==> src/rtl/rate_timer_gen.sv <==
module rate_timer_gen #(
  parameter int SYS_DIV  = 40,
  parameter int RW       = 8,
  parameter int DEF_RATE = 52,
  parameter int HI_MULT  = 40,
  parameter int LO_MULT  = 60
) (
  input  logic          clk,
  input  logic          rst_n,
  input  logic [RW-1:0] rate_in,
  input  logic          rate_ld,
  output logic          tick16,
  output logic          baud_tick,
  output logic          tmr_pulse
);
  localparam int PSW  = $clog2(SYS_DIV + 1);
  localparam int MAXM = (HI_MULT > LO_MULT) ? HI_MULT : LO_MULT;
  localparam int TW   = $clog2((2**RW - 1) * MAXM + 1);

  logic [PSW-1:0] pre_cnt;
  logic [RW-1:0]  div_r, div_cnt, tmr_r;
  logic [3:0]     sub_cnt;
  logic [TW-1:0]  tmr_cnt;

  wire ref_en   = (pre_cnt == PSW'(SYS_DIV - 1));
  wire div_wrap = ref_en && (div_cnt == div_r - RW'(1));
  wire tmr_on   = |tmr_r;
  wire [TW-1:0] hi_len = TW'(tmr_r) * TW'(HI_MULT);
  wire [TW-1:0] lo_len = TW'(tmr_r) * TW'(LO_MULT);
  wire [TW-1:0] phase_end = (tmr_pulse ? hi_len : lo_len) - TW'(1);

  always_ff @(posedge clk) begin
    if (!rst_n) begin
      pre_cnt   <= '0;
      div_r     <= RW'(DEF_RATE);
      div_cnt   <= '0;
      sub_cnt   <= '0;
      tick16    <= 1'b0;
      baud_tick <= 1'b0;
      tmr_r     <= '0;
      tmr_cnt   <= '0;
      tmr_pulse <= 1'b0;
    end else if (rate_ld) begin
      pre_cnt   <= '0;
      div_cnt   <= '0;
      sub_cnt   <= '0;
      tick16    <= 1'b0;
      baud_tick <= 1'b0;
      tmr_cnt   <= '0;
      tmr_r     <= rate_in;
      if (|rate_in) begin
        div_r     <= rate_in;
        tmr_pulse <= 1'b0;
      end
    end else begin
      pre_cnt   <= ref_en ? '0 : pre_cnt + PSW'(1);
      tick16    <= div_wrap;
      baud_tick <= div_wrap && (sub_cnt == 4'd15);
      if (ref_en) div_cnt <= div_wrap ? '0 : div_cnt + RW'(1);
      if (div_wrap) sub_cnt <= sub_cnt + 4'd1;
      if (tmr_on && ref_en) begin
        if (tmr_cnt == phase_end) begin
          tmr_cnt   <= '0;
          tmr_pulse <= ~tmr_pulse;
        end else begin
          tmr_cnt <= tmr_cnt + TW'(1);
        end
      end
    end
  end
endmodule

==> config.mk <==
export PLATFORM = sky130hd
export DESIGN_NAME = rate_timer_gen
export DESIGN_NICKNAME = d
export VERILOG_FILES = /design/src/rtl/rate_timer_gen.sv
export SDC_FILE = /design/constraint.sdc
export NUM_CORES = 1
export LEC_CHECK = 0
export BUFFER_PORTS_ARGS = -buffer_cell sky130_fd_sc_hd__buf_2
export CORE_MARGIN = 4
export CORE_UTILIZATION = 60
export DETAILED_ROUTE_END_ITERATION = 7
export PLACE_DENSITY = 0.78
export SLEW_MARGIN = 20
export SYNTH_ARGS = -nofsm -noshare
export SYNTH_HDL_FRONTEND = slang
export SYNTH_SLANG_ARGS = --single-unit
==> constraint.sdc <==
create_clock -name clk -period 6.6 [get_ports clk]
set_input_delay 0.99 -clock clk [delete_from_list [all_inputs] [get_ports clk]]
set_output_delay 0.99 -clock clk [all_outputs]
set_load 0.005 [all_outputs]
# ---- Word-level counts from Yosys, hierarchy flattened
# Cells that the tools add are included.
dict set report totals {
  mem_bits_ro 0
  ram_bits 0
  reg_bits 51
  word_cells 42
  in_bits 11
  latchBits 0
  n_memories 0
  out_inout_bits 3
}
dict set report op_classes {
  add_sub_neg 6
  mul 2
  reduce_logical 11
  n_eq_ne 5
  n_shift 0
  n_lt_le_gt_ge 0
  n_mux 7
  div 0
  n_bitwise 2
}
# op n
set ops {}
lappend ops {{$mux 14} 2}
lappend ops {{$reduce_or 8->1} 2}
lappend ops {{$add 14x1->14 const B} 1}
lappend ops {{$eq 14x14->1} 1}
lappend ops {{$sub 14x1->14 const B} 1}
lappend ops {{$mul 8x4->12 const B} 1}
lappend ops {{$mul 8x3->11 const B} 1}
lappend ops {{$add 8x1->8 const B} 1}
lappend ops {{$eq 8x8->1} 1}
lappend ops {{$mux 8} 1}
lappend ops {{$sub 8x1->8 const B} 1}
lappend ops {{$add 6x1->6 const B} 1}
lappend ops {{$eq 6x6->1 const B} 1}
lappend ops {{$add 4x1->4 const B} 1}
lappend ops {{$eq 4x4->1 const B} 1}
lappend ops {{$mux 1} 4}
lappend ops {{$reduce_bool 2->1} 2}
lappend ops {{$logic_and 1x1->1} 3}
lappend ops {{$reduce_and 3->1} 1}
lappend ops {{$reduce_or 3->1} 1}
lappend ops {{$ne 2x1->1 const B} 1}
lappend ops {{$not 1->1} 2}
lappend ops {{$reduce_and 2->1} 1}
lappend ops {{$reduce_or 2->1} 1}

# ---- Depth between registers and ports, before layout
dict set report logic_depth {
  word_depth 7
  ltp_mapped 15
  depth_no_buf 14
}

# ---- Worst setup path after synthesis
# No wires, ideal clock.
dict set report synth_timing {
  path_type {reg-to-reg}
  startpoint {register tmr_r[1]}
  endpoint {register tmr_pulse}
  period_less_slack_ps 4307
  arrival_ps 4188
  stages_incl_launch_ff 14
  setup_time_ps 120
  n_path_buf 0
  path_slack_ps 2293
  path_cell_list {dfxtp_1 > fa_1 > fa_1 > fa_1 > xor2_1 > mux2i_1 > and3_4 > and3b_4 > nand3_4 > or4_4 > a21oi_2 > a211oi_1 > or4_1 > mux2i_1}
}
dict set report synth_between {
  elab_chain_len 6
}
# element line
set synth_lines {}
lappend synth_lines {{from (decl)} 21} ;# logic [RW-1:0] div_r, div_cnt, tmr_r;
lappend synth_lines {{from (signal assigned)} 50} ;# tmr_r <= rate_in;
lappend synth_lines {{$mul 8x4->12 or $mul 8x3->11 (tied branches)} {29, 28}}
lappend synth_lines {{$mux 14} 30} ;# wire [TW-1:0] phase_end = (tmr_pulse ? hi_len : lo_len) - TW'(1);
lappend synth_lines {{$sub 14x1->14} 30}
lappend synth_lines {{$eq 14x14->1} 62} ;# if (tmr_cnt == phase_end) begin
lappend synth_lines {{$reduce_bool 2->1 (no source line)} --}
lappend synth_lines {{$reduce_and 3->1 (no source line) (*)} --}
lappend synth_lines {{to (signal assigned)} 64} ;# tmr_pulse <= ~tmr_pulse;
lappend synth_lines {{to (decl)} 14} ;# output logic tmr_pulse
# Every way passes the cells marked *; elsewhere a longest branch is shown, timed or not.
# A chain may end at the register's enable or synchronous reset.

# ---- Final worst setup path
dict set report layout_timing {
  startpoint {register tmr_r[1]}
  endpoint {register tmr_cnt[6]}
}
dict set report layout_between {
  elab_chain_len 5
}
# element line
set layout_lines {}
lappend layout_lines {{$mul 8x4->12 or $mul 8x3->11 (tied branches)} {29, 28}}
lappend layout_lines {{$mux 14} 30}
lappend layout_lines {{$sub 14x1->14} 30}
lappend layout_lines {{$eq 14x14->1} 62}
lappend layout_lines {{$mux 14} 62}
lappend layout_lines {{to (signal assigned)} 66} ;# tmr_cnt <= tmr_cnt + TW'(1);
lappend layout_lines {{to (decl)} 23} ;# logic [TW-1:0] tmr_cnt;
# Several ways; a longest one is shown, not always the timed one.

==> impl_results.md <==
- Layout Nets: 518
- Final instance count without filler cells: 535
- Power Density: 172.6 nW/um^2
- R2R Path End: tmr_cnt[6]
- Largest net degree at the start of global routing: 23
- GR Util met2: 40.92%
- Syn Area/Cell: 8.736 um^2
- Worst setup path class: flip-flop to flip-flop
- Cell area after synthesis: 3975 um^2
- Clock share of power: 25.1%
- Chip Width: 89.40 um
- HPWL after DPL: 6.432 mm
- Run status: complete, no violations
- Most common cell in the netlist: dfxtp_1
- First-pass detailed-route iteration total: 4
- HP Class: flip-flop to flip-flop
- Tmin final: 4.831 ns
- Grt met3 use: 2.857%
- Worst Tran Pin Value: 0.8502 ns
- Psw: 0.2345 mW
- CTS tree: done
- Gate power share: 29.3%
- Final period util: 73.20%
- Sequential share of power: 45.6%
- Busiest grt layer: met2
- Starting Density: 62.25%
- Tot GR Track Use: 22.36%
- CTS clk-pin slew, worst paths: 0.10 ns
- Fmax: 0.2070 GHz
- Hold_buf cts: 0
- Hold Crit Start: pre_cnt[0]
- Cell internal pwr: 0.4825 mW
- DRT antenna net count: 0
- Clk root buf: clkbuf_8
- Final hold violations: 0
- Area grow syn2layout: 4.470%
- Crit path capture type: flip-flop
- IO Count: 14
- Synth top area share: 25.68%
- CP Cell Sequence: fa_1 > fa_1 > fa_1 > a211oi_1 > o21ai_1 > o31ai_1 > xor2_1 > mux2i_1 > or4_4 > a21oi_2 > a211oi_1 > nor3_2 > nor3_1
- Crit-path slowest cell: nor3_2
- CTS sink cnt: 51
- IO buf count: 13
- Initial antenna violation count: 0
- DR WL/cell: 15.22 um
- Cell mode on critical path: fa_1
- Synth warn: 0
- Min-Delay Path Depth: 1
- # setup viols final: 0
- Die area: 7991 um^2
- FP Rows: 29
- Global-route wire length before repair: 14.28 mm
- Main flop type after synthesis: dfxtp_1
- Syn nets: 516
- CP max FO: 13
- Synth top cells by count: 51 x dfxtp_1, 36 x ha_1, 34 x nand2_1, 30 x xnor2_1
- Fillers: 563
- RR Startpoint: tmr_r[1]
- DR vias: 3180
- Post-synth EDFFs: 0
- Max_slew headroom: 42.58%
- CTS H-tree lvls: 2
- # placed instances: 527
- Clock buffer count from CTS: 5
- Count of different cell masters after synthesis: 65
- GR Overflow Total: 0
- Layout cells sized above 1: 8.297%
- Die Height: 89.40 um
- Critical path buffer and inverter count: 0
- DRT iter0 DRCs: 182
- Drt via density: 5.944
- Worst Path Arrival: 5.00 ns
- Final Skew: 0.01050 ns
- Crit path max-delay family: adder cells
- R2r worst-path depth: 13
- Final WL: 8.144 mm
- Setup Buffers After CTS: 0
- Worst vdd ir: 0.1382 mV
- Worst skew pair latency: 0.30 ns
- RSZ-0062 raised after global routing: false
- Post-Synthesis Cells: 455
- Synth top area cells: dfxtp_1 26%, ha_1 11%, fa_1 7.1%
- Post-route setup TNS: 0 ns
- Switching Share: 32.70%
- Antenna Cells: 0
- Core ar.: 6386 um^2
- Max-slew violation total from the final report: 0
- Post-synth top area cell: dfxtp_1
- R2r setup slk: 1.77 ns
- Synth Register Bits: 51
- Vias in the first global route: 3200
- DR DRC count: 0
- Clk buf depth: 2
- Max_cap viols: 0
- CTS resizes: 0
- Seq/Total Area, Yosys: 25.68%
- Ys async rst share: 0%
- Min-Delay Endpoint: pre_cnt[0]
- Max stage delay on crit path: 0.66 ns
- Grt met1 use: 27.44%
- Routability congestion estimate: 0.9107
- Leakage: 1.664 nW
- Worst setup SP type: flip-flop
- Worst EP required: 6.76 ns
cell families after synthesis:
kind of cell,share of synthesized area (%)
buffers and inverters,3.872
adder cells (fa/ha/maj),18.38
XOR/XNOR,13.00
multiplexers,2.077
AND/OR/NAND/NOR,24.21
flip-flops,25.68
AO/OA/AOI/OAI,12.78
through the flow:
stage / area [um^2] / power, mW / setup slack, ns / hold slack (ns) / utilization, %
3_5_place_dp: 4065 / 0.5436 / 1.770 / 0.4493 / 63.66
6_report: 4153 / 0.7170 / 1.769 / 0.4582 / 65.03
3_3_place_gp: 4065 / 0.5340 / 1.850 / 0.4360 / 63.66
5_1_grt: 4153 / 0.7625 / 1.396 / 0.4806 / 65.03
2_1_floorplan: 3975 / 0.5033 / 2.293 / 0.4179 / -
4_1_cts: 4153 / 0.7227 / 1.754 / 0.4638 / 65.03
cell usage in the layout (no fill, tap or decap), types with 3 or more instances in the layout:
cell type and instances:
inv_1 21, nand3_1 19, xnor2_1 30, nor4_1 5, a211oi_1 6, nand2_1 34
or4_1 3, and3_1 6, dfxtp_1 51, nand2b_1 4, and4_1 5, o22ai_1 3
o21ai_1 3, or3_1 3, clkbuf_8 5, nand4_1 13, nor2_1 29, xor2_1 29
and2_1 11, a21oi_1 13, o21ai_0 17, a21boi_0 5, mux2i_1 6, ha_1 36
nor3b_1 5, buf_2 13, fa_1 14, nor3_1 22
worst reg2reg max path: stages, from the launching register on:
cell and delay, ns:
dfxtp_1 0.55, fa_1 0.54, fa_1 0.53, fa_1 0.49, a211oi_1 0.25, o21ai_1 0.15
o31ai_1 0.27, xor2_1 0.18, mux2i_1 0.17, or4_4 0.55, a21oi_2 0.14, a211oi_1 0.07
nor3_2 0.66, nor3_1 0.15
layer usage:
layer  up-vias  share of wire, %
li1       1612                 -
met1      1523                45
met2        39                52
met3         6               2.0
met4         0               1.1
met5         -                 0
power by group through the flow:
stage / clock [mW] / combinational, mW / sequential (mW)
6_report: 0.180 / 0.210 / 0.327
2_1_floorplan: 0 / 0.174 / 0.330
3_3_place_gp: 0 / 0.201 / 0.333
3_5_place_dp: 0 / 0.210 / 0.334
4_1_cts: 0.186 / 0.210 / 0.327
5_1_grt: 0.198 / 0.236 / 0.329
worst max-delay path by stage:
stage	startpoint	slack [ns]	depth (start not counted)	end
CTS	tmr_r[0]	1.75	13	tmr_cnt[12]
finish	tmr_r[1]	1.77	13	tmr_cnt[6]
global route	tmr_r[0]	1.40	13	tmr_cnt[3]
detailed placement	tmr_r[1]	1.77	13	tmr_cnt[12]
global placement	tmr_r[1]	1.85	13	tmr_cnt[5]
floorplan	tmr_r[1]	2.29	13	tmr_pulse
final cells by class:
class                           count  area (um^2)  share of cell area (%)
Clock inverter                      3        18.77                  0.4519
Tap cell                           77        96.34                   2.320
Sequential cell                    51         1021                   24.59
Multi-Input combinational cell    364         2800                   67.43
Inverter                           22        82.58                   1.989
Clock buffer                        5        68.82                   1.657
Timing Repair Buffer               13        65.06                   1.567
flip-flops by register name (all words and copies together), names as in the netlist:
signal	count
tmr_cnt	14
div_cnt	8
div_r	8
tmr_r	8
pre_cnt	6
sub_cnt	4
baud_tick	1
tick16	1
tmr_pulse	1
(Power assumes the default switching activity.)
